[config.mk]
export PLATFORM = sky130hd
export DESIGN_NAME = ea_resolver
export DESIGN_NICKNAME = d
export VERILOG_FILES = /design/src/rtl/ea_resolver.sv
export SDC_FILE = /design/constraint.sdc
export NUM_CORES = 1
export LEC_CHECK = 0
export CAP_MARGIN = 20
export CORE_ASPECT_RATIO = 1.1
export CORE_MARGIN = 5
export CORE_UTILIZATION = 48
export CTS_BUF_LIST = sky130_fd_sc_hd__clkbuf_4
export DETAILED_ROUTE_END_ITERATION = 10
export PLACE_DENSITY = 0.83
export SETUP_SLACK_MARGIN = 0.5
export SYNTH_ARGS = -nofsm -noshare
export SYNTH_HDL_FRONTEND = slang
export SYNTH_SLANG_ARGS = --single-unit
[constraint.sdc]
create_clock -name clk -period 2.4 [get_ports clk]
set_input_delay 0.6 -clock clk [delete_from_list [all_inputs] [get_ports clk]]
set_output_delay 0.6 -clock clk [all_outputs]
set_load 0.005 [all_outputs]
[src/rtl/ea_resolver.sv]
module ea_resolver #(
  parameter int AW = 15,
  parameter int FW = 11,
  parameter int RW = 9,
  parameter int CW = 8
) (
  input  logic          clk,
  input  logic          rst_n,
  input  logic          start,
  input  logic [2:0]    mode,
  input  logic [FW-1:0] field,
  input  logic [AW-1:0] pc,
  input  logic [AW-1:0] idx_x,
  input  logic [AW-1:0] idx_b,
  output logic          rd_req,
  output logic [AW-1:0] rd_addr,
  input  logic          rd_valid,
  input  logic [AW:0]   rd_data,
  output logic          done,
  output logic [AW-1:0] ea,
  output logic [CW-1:0] reads
);

  typedef enum logic {S_IDLE, S_WALK} st_t;
  st_t state;

  wire [AW-1:0] fld_ext = {{(AW-FW){1'b0}}, field};
  wire [AW-1:0] rel_off = {{(AW-RW){1'b0}}, field[RW-1:0]};

  logic [AW-1:0] calc;
  always_comb begin
    case (mode[1:0])
      2'b00:   calc = fld_ext;
      2'b01:   calc = pc + rel_off;
      2'b10:   calc = idx_x + fld_ext;
      default: calc = idx_b + fld_ext;
    endcase
  end

  assign rd_req = (state == S_WALK);

  always_ff @(posedge clk or negedge rst_n) begin
    if (!rst_n) begin
      state   <= S_IDLE;
      rd_addr <= '0;
      ea      <= '0;
      reads   <= '0;
      done    <= 1'b0;
    end else begin
      done <= 1'b0;
      case (state)
        S_IDLE: if (start) begin
          reads <= '0;
          if (mode[2]) begin
            state   <= S_WALK;
            rd_addr <= fld_ext;
          end else begin
            ea   <= calc;
            done <= 1'b1;
          end
        end
        S_WALK: if (rd_valid) begin
          reads <= reads + 1'b1;
          if (rd_data[AW]) begin
            rd_addr <= rd_data[AW-1:0];
          end else begin
            ea    <= rd_data[AW-1:0];
            done  <= 1'b1;
            state <= S_IDLE;
          end
        end
        default: state <= S_IDLE;
      endcase
    end
  end

endmodule


[Yosys cells after proc, flatten, opt, wreduce, memory -nomap -nowiden]
Index checks and enable logic that the tools add are counted.
Cells by class
  multiplexer cells: 24
  equality and inequality tests: 8
  $add $sub $neg: 4
  bitwise logic cells: 1
  reduce and logical (&&, ||, !) cells: 4
Operators with widths (count)
  15-bit two-way mux: 8
  15-bit one-hot mux with 2 select lines: 2
  15-bit one-hot mux with 3 select lines: 1
  15-bit by 11-bit adder with 15-bit output: 2
  8-bit two-way mux: 2
  8-bit one-hot mux with 2 select lines: 1
  15-bit by 9-bit adder with 15-bit output: 1
  2-bit != test, second input constant: 6
  8-bit by 1-bit adder with 8-bit output, second input constant: 1
  1-bit two-way mux: 8
  4-bit AND reduction: 2
  1-bit one-hot mux with 2 select lines: 2
  2-bit by 1-bit == test with 1-bit output, second input constant: 1
  2-bit == test, second input constant: 1
  2-bit logical NOT: 1
  2-bit AND reduction: 1
  1-bit NOT: 1
Word-level totals
  flip-flop bits (word level): 40
  input bits: 79
  output and inout port bits: 40
  logic and storage cells: 46

[Longest topological paths before layout]
  depth after elaboration: 5
  gate-level depth with buffers: 12
  gate-level depth less buffers: 10

[Worst setup path after synthesis]
Ideal clock, no wire load.
  path type: input to register
  start point: input mode[0]
  end point: register ea[10]
  stages on the path: 12
  data required time: 2.318 ns
  buffers on the path: 2
  setup time: 0.082 ns
  path slack: -1.321 ns
  arrival time: 3.639 ns
  cell sequence: nand2b_1 > buf_6 > clkbuf_1 > mux2_2 > ha_1 > fa_1 > a21o_1 > a221oi_1 > o21ai_0 > a31oi_1 > mux2_2 > a31oi_1
On the way
  longest elaborated chain between the ends: 5
  elaborated cells between the ends (all ways): 7
  those cells by class: 2 x eq/ne; 4 x mux; 1 x reduce/logical
RTL lines
  start: declaration: line 10  | input logic [2:0] mode,
  2-bit == test, or another cell as far along: line 32  | case (mode[1:0])
  15-bit one-hot mux with 3 select lines (*): line 32
  15-bit two-way mux (*): line 54  | if (mode[2]) begin
  15-bit two-way mux (*): line 52  | S_IDLE: if (start) begin
  15-bit one-hot mux with 2 select lines (*): line 51  | case (state)
  end signal: assignment: line 58  | ea <= calc;
  end signal: assignment: line 67  | ea <= rd_data[AW-1:0];
  end: declaration: line 20  | output logic [AW-1:0] ea,
Every way passes the cells marked *; elsewhere a longest branch is shown, timed or not. The select of a mux whose other input is x is not followed.
A chain may end at the register's enable or synchronous reset.

[Final worst setup path]
  start point: input field[5]
  end point: register ea[12]
On the way
  longest elaborated chain between the ends: 5
  elaborated cells between the ends (all ways): 7
  those cells by class: 3 x add/sub; 4 x mux
RTL lines
  start: declaration: line 11  | input logic [FW-1:0] field,
  15-bit by 11-bit adder with 15-bit output, or another cell as far along: line 36  | default: calc = idx_b + fld_ext;
  15-bit one-hot mux with 3 select lines (*): line 32
  15-bit two-way mux (*): line 54
  15-bit two-way mux (*): line 52
  15-bit one-hot mux with 2 select lines (*): line 51
Marks and branches as above.

==> metrics <==
outcome complete, but fails checks; failing checks setup timing; Netlist cell types 65; Critical Path Source Type input port; Clock Sinks 40; num ports 119; Required @ worst endpoint 2.66 ns; hold_buf cts 0; CTS root buf clkbuf_4; GRT Resource Usage Total 26.1%; Cell Area, Synth 3510 um^2; number of global-route vias before repair 4089; first-pass GRT wire length 19.4 mm; Layout Skew 0.00344 ns; gr ovfl total 0; power density over the cells 554 nW/um^2; Post-Syn Nets 516; CP arrival 3.03 ns; Synth Flop Type dfrtp_1; critical path fanouts, max 5; count of flip-flops with a built-in enable after synthesis 0; Fill cells 376; cell leakage power 0.00269 uW; Ys Warns 0; # setup viols final 10; CP endpoint kind flop; drt drc 0; drt total wl 13.9 mm; Detail Placement HPWL 9.56 mm; period utilisation layout 115%; Die ar. 9140 um^2; nets@finish 733; vias per cell 6.01; Post-synth ARST share 100%; multi-input logic area 2770 um^2; Final Hold Viols 0; Die Ht 99.7 um; H-tree levels 2; hold crit path type input port to asynchronous set/reset pin; register area 1000 um^2; top-count cell post-synth dfrtp_1; DRT Pass-1 Iters 5; top post-synthesis cells by count 40 x dfrtp_1, 38 x nor2_1, 37 x a21oi_1, 28 x nand2_1, 25 x ha_1; Clock Latency Late Sink 0.37 ns; RSZ-0062 raised after global routing true; antenna viol nets, final 0; leading area contributor after synthesis dfrtp_1; Pwr Total 3360 uW; #FFs+latches synth 40; peak supply drop 0.262 mV; slowest CP cell clkdlybuf4s50_1; register area share after synthesis 28.5%; Hold Slack 0.0990 ns; Rows 32; largest net degree at the start of global routing 41; Initial Utilization 49.6%; worst slew pin tran 0.440 ns; Post-Syn Instances 410; f_max 361 MHz; critical setup path kind input port to flop; wire per inst 19.5 um; slew margin rel. 70.6%; CTS tree built; Final Max Tran Viols 0; initial drt markers 294; CTS max path bufs 2; gpl congestion 0.903; Critical Path Max Stage Delay 0.53 ns; Worst-path clk slew 0.13 ns; main area contributors after synthesis dfrtp_1 28%, ha_1 8.9%, a21oi_1 5.3%; Syn-to-layout area delta 72.5%; share of layout cells above drive strength 1 32.0%; maxcap violations 0; initial antenna violation count 0; CTS Buf Count 5; CP cell instances clkdlybuf4s50_1, ha_1, nand3_1, and3b_1, and3_1, o311a_1, a211oi_1, a31oi_1; fin crit period 2.77 ns; Core Area 7090 um^2; PortBufs 118; Syn Area/Cell 8.57 um^2; vias after detailed routing 4291; top cell type's share of synthesized area 28.5%; final worst slack -0.371 ns; Die W 91.6 um
==> worst max-delay path: cells and delay by family <==
kind | cells | cell delay (ns)
AOI/OAI and AO/OA | 3 | 0.79
adders and majority gates | 1 | 0.45
buffers and inverters | 1 | 0.53
and+or+nand+nor | 3 | 0.66
==> layout make-up <==
class                      count  area share (%)
inverter                      13           0.805
sequential                    40            16.5
tap                           85            1.75
clock inverter                 3           0.702
multi-input combinational    338            45.7
antenna                        1          0.0413
timing repair buffer         229            33.8
clock buffer                   5           0.619
==> stage by stage <==
step                      worst slack [ns]  setup TNS [ns]  util [%]  cells  instance area, um^2
after floorplan                     -0.778           -4.77         -    410                 3640
after global placement               -1.17          -12.05      77.0    680                 5460
after detailed placement             -1.20          -12.59      77.0    680                 5460
after CTS                           -0.371           -2.21      81.1    702                 5750
after global routing                -0.445           -3.19      85.5    713                 6060
final                               -0.371           -2.56      85.5    714                 6060
==> power by group <==
part,total [uW],leakage (uW),internal (uW),switching [uW]
clock,465,0.0000412,217,248
sequential,985,0.000475,864,120
combinational,1910,0.00217,1070,835
==> kinds of logic (layout without fill, tap and decap cells) <==
| logic type | count (synthesis) | in the layout | share of synthesized area [%] |
|---|---|---|---|
| mux | 31 | 31 | 9.43 |
| other cells | 0 | 1 | 0 |
| fa+ha+maj | 27 | 27 | 10.0 |
| xor+xnor | 21 | 21 | 5.23 |
| buf+inv | 32 | 250 | 4.49 |
| compound gates | 123 | 123 | 22.7 |
| flops | 40 | 40 | 28.5 |
| simple gates | 136 | 136 | 19.6 |
==> routing by layer <==
| layer | global-route usage, % | vias to the layer above | wire length, um |
|---|---|---|---|
| li1 | - | 1959 | - |
| met1 | 33.0 | 2062 | 5460 |
| met2 | 45.7 | 220 | 7080 |
| met3 | 2.65 | 50 | 861 |
| met4 | 9.98 | 0 | 528 |
| met5 | 0 | - | 0 |
==> layout by cell type, fill, tap and decap left out, types with 3 or more instances in the layout <==
master           instances
a21o_1                   6
clkdlybuf4s50_1        102
nand3b_1                 6
dfrtp_1                 39
xnor2_1                  8
a21oi_2                  7
dlymetal6s2s_1           8
ha_1                    13
ha_4                    10
nand2b_1                 9
a211oi_2                 3
nor2_1                  38
a31oi_1                 10
and3_1                   4
o211ai_1                 3
mux2_2                   8
nand2_1                 27
buf_6                    4
o21ai_2                  4
mux2i_1                 16
a21oi_1                 29
clkbuf_4                 5
o2111ai_1                3
dlygate4sd2_1            4
o21ai_0                 18
nand4_1                  4
a211oi_1                 4
xor2_1                   8
inv_1                   13
mux2_4                   6
nor3_1                   4
buf_4                  106
nand3_1                 17
==> worst paths after layout <==
| path | cells after the start | endpoint | startpoint | slack (ns) |
|---|---|---|---|---|
| min in group clk | 2 | rd_addr[10] | rd_addr[10] | 0.55 |
| hold reg to reg | 2 | rd_addr[10] | rd_addr[10] | 0.55 |
| setup reg to reg | 6 | ea[12] | rd_req | 0.58 |
| max in group asynchronous | 2 | reads[2] | rst_n | 1.75 |
| hold / removal | 1 | rd_addr[4] | rst_n | 0.1 |
| setup / recovery | 8 | ea[12] | field[5] | -0.37 |
==> repair_timing <==
action                                  CTS  global route
gates cloned                              0             0
endpoints found under the setup margin   23            26
buffers inserted                         14            11
pin swaps                                24            17
gates resized for setup                  40            44
==> flip-flops by register name (all words and copies together) (netlist names) <==
name and flops:
ea 15, reads 8, done 1, rd_req 1, rd_addr 15
Note: power is estimated with default switching activity, not from simulation.
